--- config.mk ---
export PLATFORM = sky130hd
export DESIGN_NAME = pwm_timer_bank
export DESIGN_NICKNAME = d
export VERILOG_FILES = /design/src/rtl/pwm_tmr_pkg.sv /design/src/rtl/pwm_prescaler.sv /design/src/rtl/pwm_divider.sv /design/src/rtl/pwm_channel.sv /design/src/rtl/pwm_timer_bank.sv
export SDC_FILE = /design/constraint.sdc
export NUM_CORES = 1
export LEC_CHECK = 0
export ABC_AREA = 1
export BUFFER_PORTS_ARGS = -buffer_cell sky130_fd_sc_hd__buf_2
export CAP_MARGIN = 25
export CORE_MARGIN = 2
export CORE_UTILIZATION = 50
export DETAILED_ROUTE_END_ITERATION = 10
export PLACE_DENSITY = 0.67
export SLEW_MARGIN = 40
export SYNTH_ARGS = -nofsm -noshare
export SYNTH_HDL_FRONTEND = slang
export SYNTH_SLANG_ARGS = --single-unit
export TNS_END_PERCENT = 50
--- constraint.sdc ---
create_clock -name clk -period 6.43 [get_ports clk]
set_input_delay 0 -clock clk [delete_from_list [all_inputs] [get_ports clk]]
set_output_delay 0 -clock clk [all_outputs]
set_load 0.01 [all_outputs]
--- src/rtl/pwm_tmr_pkg.sv ---
package pwm_tmr_pkg;

  // Per-channel control nibble, bit 0 = run ... bit 3 = repeat
  typedef struct packed {
    logic repeat_en;
    logic invert;
    logic load;
    logic run;
  } ch_ctl_t;

  // Bit position of a channel's control nibble in the control word
  function automatic int ctl_base(input int ch);
    return (ch == 0) ? 0 : (ch + 1) * 4;
  endfunction

  // Which shared prescaler a channel uses
  function automatic int psc_group(input int ch);
    return (ch < 2) ? 0 : 1;
  endfunction

  // Terminal value of the divider counter for a code; codes above 4 clamp
  function automatic logic [3:0] div_limit(input logic [3:0] code);
    logic [3:0] lim;
    case (code)
      4'd0:    lim = 4'd0;
      4'd1:    lim = 4'd1;
      4'd2:    lim = 4'd3;
      4'd3:    lim = 4'd7;
      default: lim = 4'd15;
    endcase
    return lim;
  endfunction

endpackage

--- src/rtl/pwm_prescaler.sv ---
module pwm_prescaler #(
  parameter int PSC_W = 8
) (
  input  logic             clk,
  input  logic             rst_n,
  input  logic [PSC_W-1:0] psc_i,
  output logic             tick_o
);
  logic [PSC_W-1:0] pcnt_q;

  assign tick_o = (pcnt_q >= psc_i);

  always_ff @(posedge clk or negedge rst_n) begin
    if (!rst_n)      pcnt_q <= '0;
    else if (tick_o) pcnt_q <= '0;
    else             pcnt_q <= pcnt_q + 1'b1;
  end

  // a nonzero prescale value never gives back-to-back ticks
  a_r3_psc_spacing: assert property (@(posedge clk) disable iff (!rst_n)
    (tick_o && psc_i != '0) |=> (!tick_o || psc_i == '0));
endmodule

--- src/rtl/pwm_divider.sv ---
module pwm_divider
  import pwm_tmr_pkg::*;
(
  input  logic       clk,
  input  logic       rst_n,
  input  logic       ptick_i,
  input  logic [3:0] code_i,
  output logic       tick_o
);
  logic [3:0] dcnt_q;
  logic [3:0] lim;

  assign lim    = div_limit(code_i);
  assign tick_o = ptick_i && (dcnt_q >= lim);

  always_ff @(posedge clk or negedge rst_n) begin
    if (!rst_n)       dcnt_q <= '0;
    else if (tick_o)  dcnt_q <= '0;
    else if (ptick_i) dcnt_q <= dcnt_q + 1'b1;
  end
endmodule

--- src/rtl/pwm_channel.sv ---
module pwm_channel
  import pwm_tmr_pkg::*;
#(
  parameter int CNT_W   = 16,
  parameter bit HAS_CMP = 1'b1
) (
  input  logic             clk,
  input  logic             rst_n,
  input  logic             tick_i,
  input  ch_ctl_t          ctl_i,
  input  logic [CNT_W-1:0] cbuf_i,
  input  logic [CNT_W-1:0] cmpb_i,
  output logic [CNT_W-1:0] cnt_o,
  output logic             lvl_o,
  output logic             irq_o
);
  localparam logic [CNT_W-1:0] ONE = CNT_W'(1);

  logic [CNT_W-1:0] cnt_q;
  logic             lvl_q;
  logic             irq_q;
  logic             step;      // a decrement happens this cycle
  logic             at_zero;
  logic             hit;       // post-decrement compare match

  assign step    = ctl_i.run && tick_i && !ctl_i.load;
  assign at_zero = (cnt_q == '0);

  if (HAS_CMP) begin : g_cmp
    logic [CNT_W-1:0] cmp_q;
    always_ff @(posedge clk or negedge rst_n) begin
      if (!rst_n)                               cmp_q <= '0;
      else if (ctl_i.load)                      cmp_q <= cmpb_i;
      else if (step && at_zero && ctl_i.repeat_en) cmp_q <= cmpb_i;
    end
    assign hit = ((cnt_q - ONE) == cmp_q);
  end else begin : g_nocmp
    logic unused_cmpb;
    assign unused_cmpb = ^cmpb_i;
    assign hit = 1'b0;
  end

  always_ff @(posedge clk or negedge rst_n) begin
    if (!rst_n) begin
      cnt_q <= '0;
      lvl_q <= 1'b0;
      irq_q <= 1'b0;
    end else begin
      irq_q <= 1'b0;
      if (ctl_i.load) begin
        cnt_q <= cbuf_i;
        lvl_q <= 1'b0;
      end else if (step) begin
        if (at_zero) begin
          if (ctl_i.repeat_en) begin
            cnt_q <= cbuf_i;
            lvl_q <= 1'b0;
          end
        end else begin
          cnt_q <= cnt_q - ONE;
          if (hit)          lvl_q <= 1'b1;
          if (cnt_q == ONE) irq_q <= 1'b1;
        end
      end
    end
  end

  assign cnt_o = cnt_q;
  assign lvl_o = lvl_q;
  assign irq_o = irq_q;

  // load copies the count buffer
  a_r5_load_copies: assert property (@(posedge clk) disable iff (!rst_n)
    ctl_i.load |=> cnt_q == $past(cbuf_i));
  // stopped channel holds its counter
  a_r10_freeze: assert property (@(posedge clk) disable iff (!rst_n)
    (!ctl_i.run && !ctl_i.load) |=> cnt_q == $past(cnt_q));
  // one-shot stays at zero
  a_r9_hold_zero: assert property (@(posedge clk) disable iff (!rst_n)
    (at_zero && !ctl_i.repeat_en && !ctl_i.load) |=> at_zero);
  // level only rises right after a decrement
  a_r7_rise_after_step: assert property (@(posedge clk) disable iff (!rst_n)
    $rose(lvl_q) |-> $past(tick_i && ctl_i.run && !ctl_i.load));
  // interrupt lasts one cycle
  a_r6_irq_single: assert property (@(posedge clk) disable iff (!rst_n)
    irq_q |=> !irq_q);
endmodule

--- src/rtl/pwm_timer_bank.sv ---
module pwm_timer_bank
  import pwm_tmr_pkg::*;
#(
  parameter int NUM_CH = 5,
  parameter int CNT_W  = 16,
  parameter int PSC_W  = 8,
  parameter int DATA_W = 32,
  parameter int ADDR_W = 5
) (
  input  logic              clk,
  input  logic              rst_n,
  input  logic              wr_en,
  input  logic [ADDR_W-1:0] wr_addr,
  input  logic [DATA_W-1:0] wr_data,
  input  logic [ADDR_W-1:0] rd_addr,
  output logic [DATA_W-1:0] rd_data,
  output logic [NUM_CH-2:0] pwm_out,
  output logic [NUM_CH-1:0] irq
);
  localparam int NUM_PIN   = NUM_CH - 1;
  localparam int NUM_GRP   = 2;
  localparam int CFG0_W    = NUM_GRP * PSC_W;
  localparam int CFG1_W    = NUM_CH * 4;
  localparam int CTRL_W    = (NUM_CH + 1) * 4;
  localparam int A_CFG0    = 0;
  localparam int A_CFG1    = 1;
  localparam int A_CTRL    = 2;
  localparam int CBUF_BASE = 3;
  localparam int CMPB_BASE = CBUF_BASE + NUM_CH;
  localparam int LIVE_BASE = CMPB_BASE + NUM_PIN;

  logic [CFG0_W-1:0] cfg0_q;
  logic [CFG1_W-1:0] cfg1_q;
  logic [CTRL_W-1:0] ctrl_q;
  logic [CNT_W-1:0]  cbuf_q [NUM_CH];
  logic [CNT_W-1:0]  cmpb_q [NUM_PIN];
  logic [CNT_W-1:0]  live_w [NUM_CH];
  logic [NUM_GRP-1:0] grp_tick;
  logic [NUM_CH-1:0]  ch_tick;

  // Register writes
  always_ff @(posedge clk or negedge rst_n) begin
    if (!rst_n) begin
      cfg0_q <= '0;
      cfg1_q <= '0;
      ctrl_q <= '0;
      for (int i = 0; i < NUM_CH; i++)  cbuf_q[i] <= '0;
      for (int i = 0; i < NUM_PIN; i++) cmpb_q[i] <= '0;
    end else if (wr_en) begin
      if (wr_addr == ADDR_W'(A_CFG0)) cfg0_q <= wr_data[CFG0_W-1:0];
      if (wr_addr == ADDR_W'(A_CFG1)) cfg1_q <= wr_data[CFG1_W-1:0];
      if (wr_addr == ADDR_W'(A_CTRL)) ctrl_q <= wr_data[CTRL_W-1:0];
      for (int i = 0; i < NUM_CH; i++)
        if (wr_addr == ADDR_W'(CBUF_BASE + i)) cbuf_q[i] <= wr_data[CNT_W-1:0];
      for (int i = 0; i < NUM_PIN; i++)
        if (wr_addr == ADDR_W'(CMPB_BASE + i)) cmpb_q[i] <= wr_data[CNT_W-1:0];
    end
  end

  // Combinational read
  always_comb begin
    rd_data = '0;
    if (rd_addr == ADDR_W'(A_CFG0)) rd_data = DATA_W'(cfg0_q);
    if (rd_addr == ADDR_W'(A_CFG1)) rd_data = DATA_W'(cfg1_q);
    if (rd_addr == ADDR_W'(A_CTRL)) rd_data = DATA_W'(ctrl_q);
    for (int i = 0; i < NUM_CH; i++) begin
      if (rd_addr == ADDR_W'(CBUF_BASE + i)) rd_data = DATA_W'(cbuf_q[i]);
      if (rd_addr == ADDR_W'(LIVE_BASE + i)) rd_data = DATA_W'(live_w[i]);
    end
    for (int i = 0; i < NUM_PIN; i++)
      if (rd_addr == ADDR_W'(CMPB_BASE + i)) rd_data = DATA_W'(cmpb_q[i]);
  end

  // Shared prescalers
  for (genvar g = 0; g < NUM_GRP; g++) begin : g_psc
    pwm_prescaler #(.PSC_W(PSC_W)) u_psc (
      .clk    (clk),
      .rst_n  (rst_n),
      .psc_i  (cfg0_q[g*PSC_W +: PSC_W]),
      .tick_o (grp_tick[g])
    );
  end

  // Channels
  for (genvar c = 0; c < NUM_CH; c++) begin : g_ch
    localparam int GRP  = psc_group(c);
    localparam int BASE = ctl_base(c);
    localparam bit PIN  = (c < NUM_PIN);

    ch_ctl_t          ctl;
    logic             ch_lvl;
    logic [CNT_W-1:0] cmpb_in;

    assign ctl = ch_ctl_t'(ctrl_q[BASE +: 4]);

    pwm_divider u_div (
      .clk     (clk),
      .rst_n   (rst_n),
      .ptick_i (grp_tick[GRP]),
      .code_i  (cfg1_q[c*4 +: 4]),
      .tick_o  (ch_tick[c])
    );

    if (PIN) begin : g_pin
      assign cmpb_in = cmpb_q[c];
      assign pwm_out[c] = ctl.run & (ch_lvl ^ ctl.invert);
    end else begin : g_nopin
      logic unused_lvl;
      assign cmpb_in    = '0;
      assign unused_lvl = ch_lvl;
    end

    pwm_channel #(.CNT_W(CNT_W), .HAS_CMP(PIN)) u_ch (
      .clk    (clk),
      .rst_n  (rst_n),
      .tick_i (ch_tick[c]),
      .ctl_i  (ctl),
      .cbuf_i (cbuf_q[c]),
      .cmpb_i (cmpb_in),
      .cnt_o  (live_w[c]),
      .lvl_o  (ch_lvl),
      .irq_o  (irq[c])
    );

    // a channel tick only comes with its own group's prescaler tick
    a_r3_tick_in_group: assert property (@(posedge clk) disable iff (!rst_n)
      ch_tick[c] |-> grp_tick[GRP]);
  end

  // Unused control nibble (bits 7:4) is held as plain storage
  logic unused_ctrl;
  assign unused_ctrl = ^ctrl_q[7:4];
endmodule

==> impl_metrics.ini, run 1 <==
[routing]
wl_um = 72800
routedWlPerCell_um = 19.8
drt-initial-drc-count = 2332
drc_errors = 0
drt-vias-per-instance = 5.66
ant_nets = 0
vias = 20812
drt-pass1-iter-count = 6

[yosys]
synth_xor_area_frac = 0.0197
synth_ff_type = dfrtp_1
netlist_area_um2 = 22600
synth_fa_ha_area_frac = 0.0322
synth-simple-area-share = 0.287
yosysWarnings = 0
synth_area_per_cell_um2 = 7.41
ys_seq_area_frac = 0.436
muxShareOfSynthArea = 0
netlist_instances = 3042
synth_top_family_by_area = simple AND/OR/NAND/NOR gates
synth_edf_count = 0
synth.distinct_cells = 46
synth-seq-cells = 393
synth-compound-area-share = 0.137
ys_async_sr_fraction = 1.00

[finish]
fillerInstances = 4218
multi_input_area_um2 = 10800
drive_gt1_frac = 0.0898
fin_nets = 3156
layout.cells.non_filler = 3676
utilization = 0.561
syn_to_final_growth_pct = 10.5
seq_area_um2 = 9830
diodes = 0
layout_common_cells = nand2_1, dfrtp_1, o21ai_0
layout_commonest_cell = nand2_1

[global_route]
grt_max_degree = 98
grt_pass1_vias = 19653
grt_pass1_wl_um = 114000
grtUsageTotal = 0.316
overflow = 0
antenna_found_initial = 0

[die]
die_height_um = 216
start_util = 0.508
pin_count = 86
coreArea_um2 = 44400
design.die.area_um2 = 46800
die_w_um = 216
std_cell_rows = 77

[worst_setup_path]
crit_type = reg -> reg
cp.arrival_ps = 3660
worst_setup_path_start_kind = flop
crit_start = cfg1_q[7]$_DFFE_PN0P_
required_ps = 6870
cp_max_fo = 28
end_kind = flop
r2r-start = cfg1_q[7]$_DFFE_PN0P_

[timing]
skew_ps = 10.9
slew_viol_final = 0
fin_crit_ps = 3220
rsz0062_at_grt = no
hold_violations = 0
setup_viol = 0
tns_ps = 0
tightest_slew_ps = 867
slew_headroom = 0.421
max_freq_mhz = 310
final.period_utilization = 0.501

[clock_network]
cts_inserted_buffers = 46
clock_latency_ps = 590
h-tree-depth = 2
tritoncts = built
cts.sinks = 393
cts_resized = 0
clk_pin_slew_worst_paths_ps = 60
cts-root-buf = clkbuf_16
cts_buffer_depth = 3

[min_path]
hp-class = in -> reg
hp-start = wr_data[5]

[placement]
place_congestion = 0.953
placed_cells_incl_taps = 3581
hpwlAfterDp_um = 52000
portBuffers = 69

[pwr]
leakagePower_nw = 12.1
powerDensity_nw_per_um2 = 417
ir_drop_v = 0.000217

[run_status]
status = completed

[flow_run]
drv_cap = 0
==> path summary, 6_finish.rpt <==
| kind | cells after the start | end | slack (ps) |
|---|---|---|---|
| min in group asynchronous | 3 | g_ch[0].u_ch.cnt_o[8]$_DFFE_PN0P_ | 450 |
| worst max-delay path | 12 | g_ch[1].u_ch.g_cmp.cmp_q[5]$_DFFE_PN0P_ | 3210 |
| worst max register to register | 12 | g_ch[1].u_ch.g_cmp.cmp_q[5]$_DFFE_PN0P_ | 3210 |
| max in group asynchronous | 6 | g_ch[3].u_ch.g_cmp.cmp_q[9]$_DFFE_PN0P_ | 4390 |
| worst min-delay path | 3 | cbuf_q[69]$_DFFE_PN0P_ | 80 |
| worst min register to register | 2 | cbuf_q[56]$_DFFE_PN0P_ | 480 |
==> stage by stage <==
step	hold slack, ps	setup WS (ps)	instance area (um^2)	total power, W
final	76.0	3210	24900	0.0104
after global routing	85.8	2980	24900	0.0111
after CTS	57.8	3050	24900	0.0104
after detailed placement	118	3060	23200	0.00759
after global placement	113	3110	23100	0.00743
after floorplan	-296	4320	22600	0.00653
==> registers in the layout, summed over array words and instances (netlist names) <==
| signal | flops |
|---|---|
| cfg0_q | 16 |
| g_ch.u_ch.cnt_o | 80 |
| ctrl_q | 24 |
| g_ch.u_ch.g_cmp.cmp_q | 64 |
| cbuf_q | 80 |
| g_psc.u_psc.pcnt_q | 16 |
| cfg1_q | 20 |
| g_ch.u_ch.irq_o | 5 |
| g_ch.u_div.dcnt_q | 20 |
| g_ch.cmpb_in | 64 |
| g_ch.u_ch.lvl_o | 4 |
==> cells by family after synthesis <==
logic type	count (synthesis)
flops	393
other cells	1
xor+xnor	49
simple gates	1513
buf+inv	476
compound gates	552
fa+ha+maj	58
==> critical path, cell delays in order, from the launching register on <==
cell,delay (ps)
dfrtp_1,420
nor3_1,390
ha_1,320
inv_1,60
nor2_1,30
o21ai_0,210
nand3_1,320
nand2_1,410
nor2_1,90
nand3_2,180
nand2_2,360
nand2_1,180
o21ai_0,110
==> cells in the mapped netlist, types with 2 or more instances <==
cell      number  area (um^2)
nand2b_1       2         12.5
dfrtp_1      393         9830
and3_1         2         12.5
o211ai_1      42          315
nand2_2       10         62.6
or2_2          3         18.8
a21oi_2        2         17.5
buf_1          2         7.51
nand2_4        3         33.8
xor2_1        41          359
nor2_2        23          144
nand2_1      859         3220
buf_2         26          130
buf_4         25          188
clkbuf_1      84          315
o21ai_1       33          165
nor4_1         5         31.3
inv_1        316         1190
nor2_4        10          113
and2_1         3         18.8
inv_2         12         45.0
buf_6         10          113
nor3_1        20          100
xor2_2         2         32.5
a22oi_1       17          128
a31oi_1       18          113
xnor2_1        6         52.6
o21ai_2       13          114
nand3_1      202         1010
nor3_2         2         20.0
nand4_1       90          563
ha_1          58          726
o211ai_2       9          113
nand3_2        6         60.1
o21a_1         5         37.5
nor2_1       271         1020
a21oi_1       66          330
o21ai_0      343         1720
==> report_power, final <==
group          total [W]  internal, W  switching, W
Sequential       0.00397      0.00318      0.000789
Combinational    0.00367      0.00126       0.00241
Clock            0.00274      0.00164       0.00110
==> routing by layer <==
layer  track usage  wire length [um]  up-vias
met3        0.0481              5770      166
met5             0                 0        -
met2         0.483             31800      850
met4         0.143              3370        0
li1              -                 -     9909
met1         0.445             31900     9887
==> layout make-up <==
type                    instances  share of cell area
repair buffers                103              0.0284
flip-flops and latches        393               0.395
inverters                     329              0.0497
clock buffers                  68              0.0556
well taps                     592              0.0297
multi-input cells            2180               0.435
clock inverters                11             0.00733
==> what timing repair did <==
action,4_1_cts,5_1_grt
setup buffers,0,0
hold buffers,14,1
endpoints found under the hold margin,149,44
Note: power is estimated with default switching activity, not from simulation.
==> run 2: changes to the inputs <==
==> constraint.sdc (replaced) <==
create_clock -name clk -period 3 [get_ports clk]
set_input_delay 0 -clock clk [delete_from_list [all_inputs] [get_ports clk]]
set_output_delay 0 -clock clk [all_outputs]
set_load 0.01 [all_outputs]
==> impl_metrics.ini, run 2 (synthesis results as in run 1) <==
[routing]
wl_um = 74200
drt-pass1-iter-count = 6
routedWlPerCell_um = 20.0
vias = 21311
drc_errors = 0
drt-vias-per-instance = 5.74
drt-initial-drc-count = 2470
ant_nets = 0

[finish]
utilization = 0.567
drive_gt1_frac = 0.0980
fin_nets = 3188
syn_to_final_growth_pct = 11.6
fillerInstances = 4110
layout_commonest_cell = nand2_1
layout_common_cells = nand2_1, dfrtp_1, o21ai_0
diodes = 0

[global_route]
grtUsageTotal = 0.320
antenna_found_initial = 2
overflow = 0
grt_pass1_wl_um = 115000
grt_pass1_vias = 19807
grt_max_degree = 79

[timing]
tightest_slew_ps = 920
hold_ws_ps = -6.65
tns_ps = 0
slew_viol_final = 0
hold_violations = 2
skew_ps = 32.9
rsz0062_at_grt = no
slew_headroom = 0.386
setup_viol = 0
worst_slack_ps = 204
fin_crit_ps = 2800
final.period_utilization = 0.932
max_freq_mhz = 358

[pwr]
powerDensity_nw_per_um2 = 896
leakagePower_nw = 12.3
total_power_w = 0.0225
ir_drop_v = 0.000563

[die]
die_w_um = 216
start_util = 0.508
die_height_um = 216
std_cell_rows = 77
design.die.area_um2 = 46800
coreArea_um2 = 44400
pin_count = 86

[clock_network]
cts.sinks = 393
cts_inserted_buffers = 46
cts_setup_buffers = 0
clk_pin_slew_worst_paths_ps = 60
cts_buffer_depth = 3
clock_latency_ps = 620
h-tree-depth = 2
cts-root-buf = clkbuf_16
tritoncts = built
cts_resized = 0

[worst_setup_path]
cp.arrival_ps = 2800
crit_type = reg -> out
worst_setup_path_start_kind = flop
required_ps = 3000
rr_endpoint = g_ch[1].u_ch.cnt_o[13]$_DFFE_PN0P_
reg2reg_depth = 11
r2r-start = cfg1_q[7]$_DFFE_PN0P_
end_kind = output pin
cp_max_fo = 4
r2r_setup_slack_ps = 260

[flow_run]
drv_cap = 0

[placement]
place_ws_ps = 317
portBuffers = 69
hpwlAfterDp_um = 53900
place_congestion = 0.979

[min_path]
hp-class = in -> async

[run_status]
violations = hold timing
status = finished, violations left
-- run 2: cell count changes in the layout (fill, tap and decap cells not counted), sizes merged --
cell         change
inv              +1
bufinv           -1
dlygate4sd3      -2
clkinvlp         -2
clkinv           +8
buf             +34
-- run 2: what timing repair did --
item / 4_1_cts / 5_1_grt
hold buffers: 13 / 0
setup endpoints to repair: 0 / 0
hold endpoints to repair: 330 / 0
-- run 2: cell type report --
cell class / count / area (um^2) / share of cell area
flip-flops and latches: 393 / 9830 / 0.391
well taps: 592 / 741 / 0.0294
clock buffers: 68 / 1400 / 0.0554
inverters: 329 / 1230 / 0.0491
repair buffers: 135 / 958 / 0.0381
multi-input cells: 2180 / 10800 / 0.429
clock inverters: 17 / 221 / 0.00880
-- run 2: power breakdown --
group          switching, W  internal, W  total [W]
sequential          0.00174      0.00681    0.00855
combinational       0.00526      0.00281    0.00807
clock               0.00242      0.00350    0.00593
total               0.00942       0.0131     0.0225
-- run 2: metal layers --
metal,vias to the layer above,wire length (um),global-route usage
li1,9983,-,-
met1,10155,32000,0.460
met2,1003,32500,0.488
met3,170,6460,0.0439
met4,0,3270,0.134
met5,-,0,0
-- run 2: per-stage QoR --
stage,area (um^2),std cells
after floorplan,22600,3049
after global placement,23400,3616
after detailed placement,23400,3616
after CTS,25200,3714
after global routing,25200,3714
final,25200,3714
-- run 2: worst max-delay path: stages (launching register included) --
cell	delay, ps
dfrtp_1	410
nand4_1	100
nand2_1	190
nor2_1	140
nand2_1	90
nand2_1	130
nand4_1	210
nor2_1	280
nand4_1	250
nand2_1	160
nand3_1	80
buf_2	140
-- run 2: worst max-delay path by stage --
stage | startpoint | end | slack (ps) | cells after the start
global route | cfg1_q[3]$_DFFE_PN0P_ | g_ch[0].u_ch.cnt_o[12]$_DFFE_PN0P_ | 70 | 12
finish | cfg1_q[10]$_DFFE_PN0P_ | rd_data[10] | 200 | 11
floorplan | cfg1_q[7]$_DFFE_PN0P_ | g_ch[1].u_ch.g_cmp.cmp_q[11]$_DFFE_PN0P_ | 890 | 13
detailed placement | cfg1_q[7]$_DFFE_PN0P_ | g_ch[1].u_ch.g_cmp.cmp_q[0]$_DFFE_PN0P_ | 320 | 12
global placement | cfg1_q[7]$_DFFE_PN0P_ | g_ch[1].u_ch.g_cmp.cmp_q[0]$_DFFE_PN0P_ | 400 | 12
CTS | cfg1_q[10]$_DFFE_PN0P_ | rd_data[10] | 260 | 11
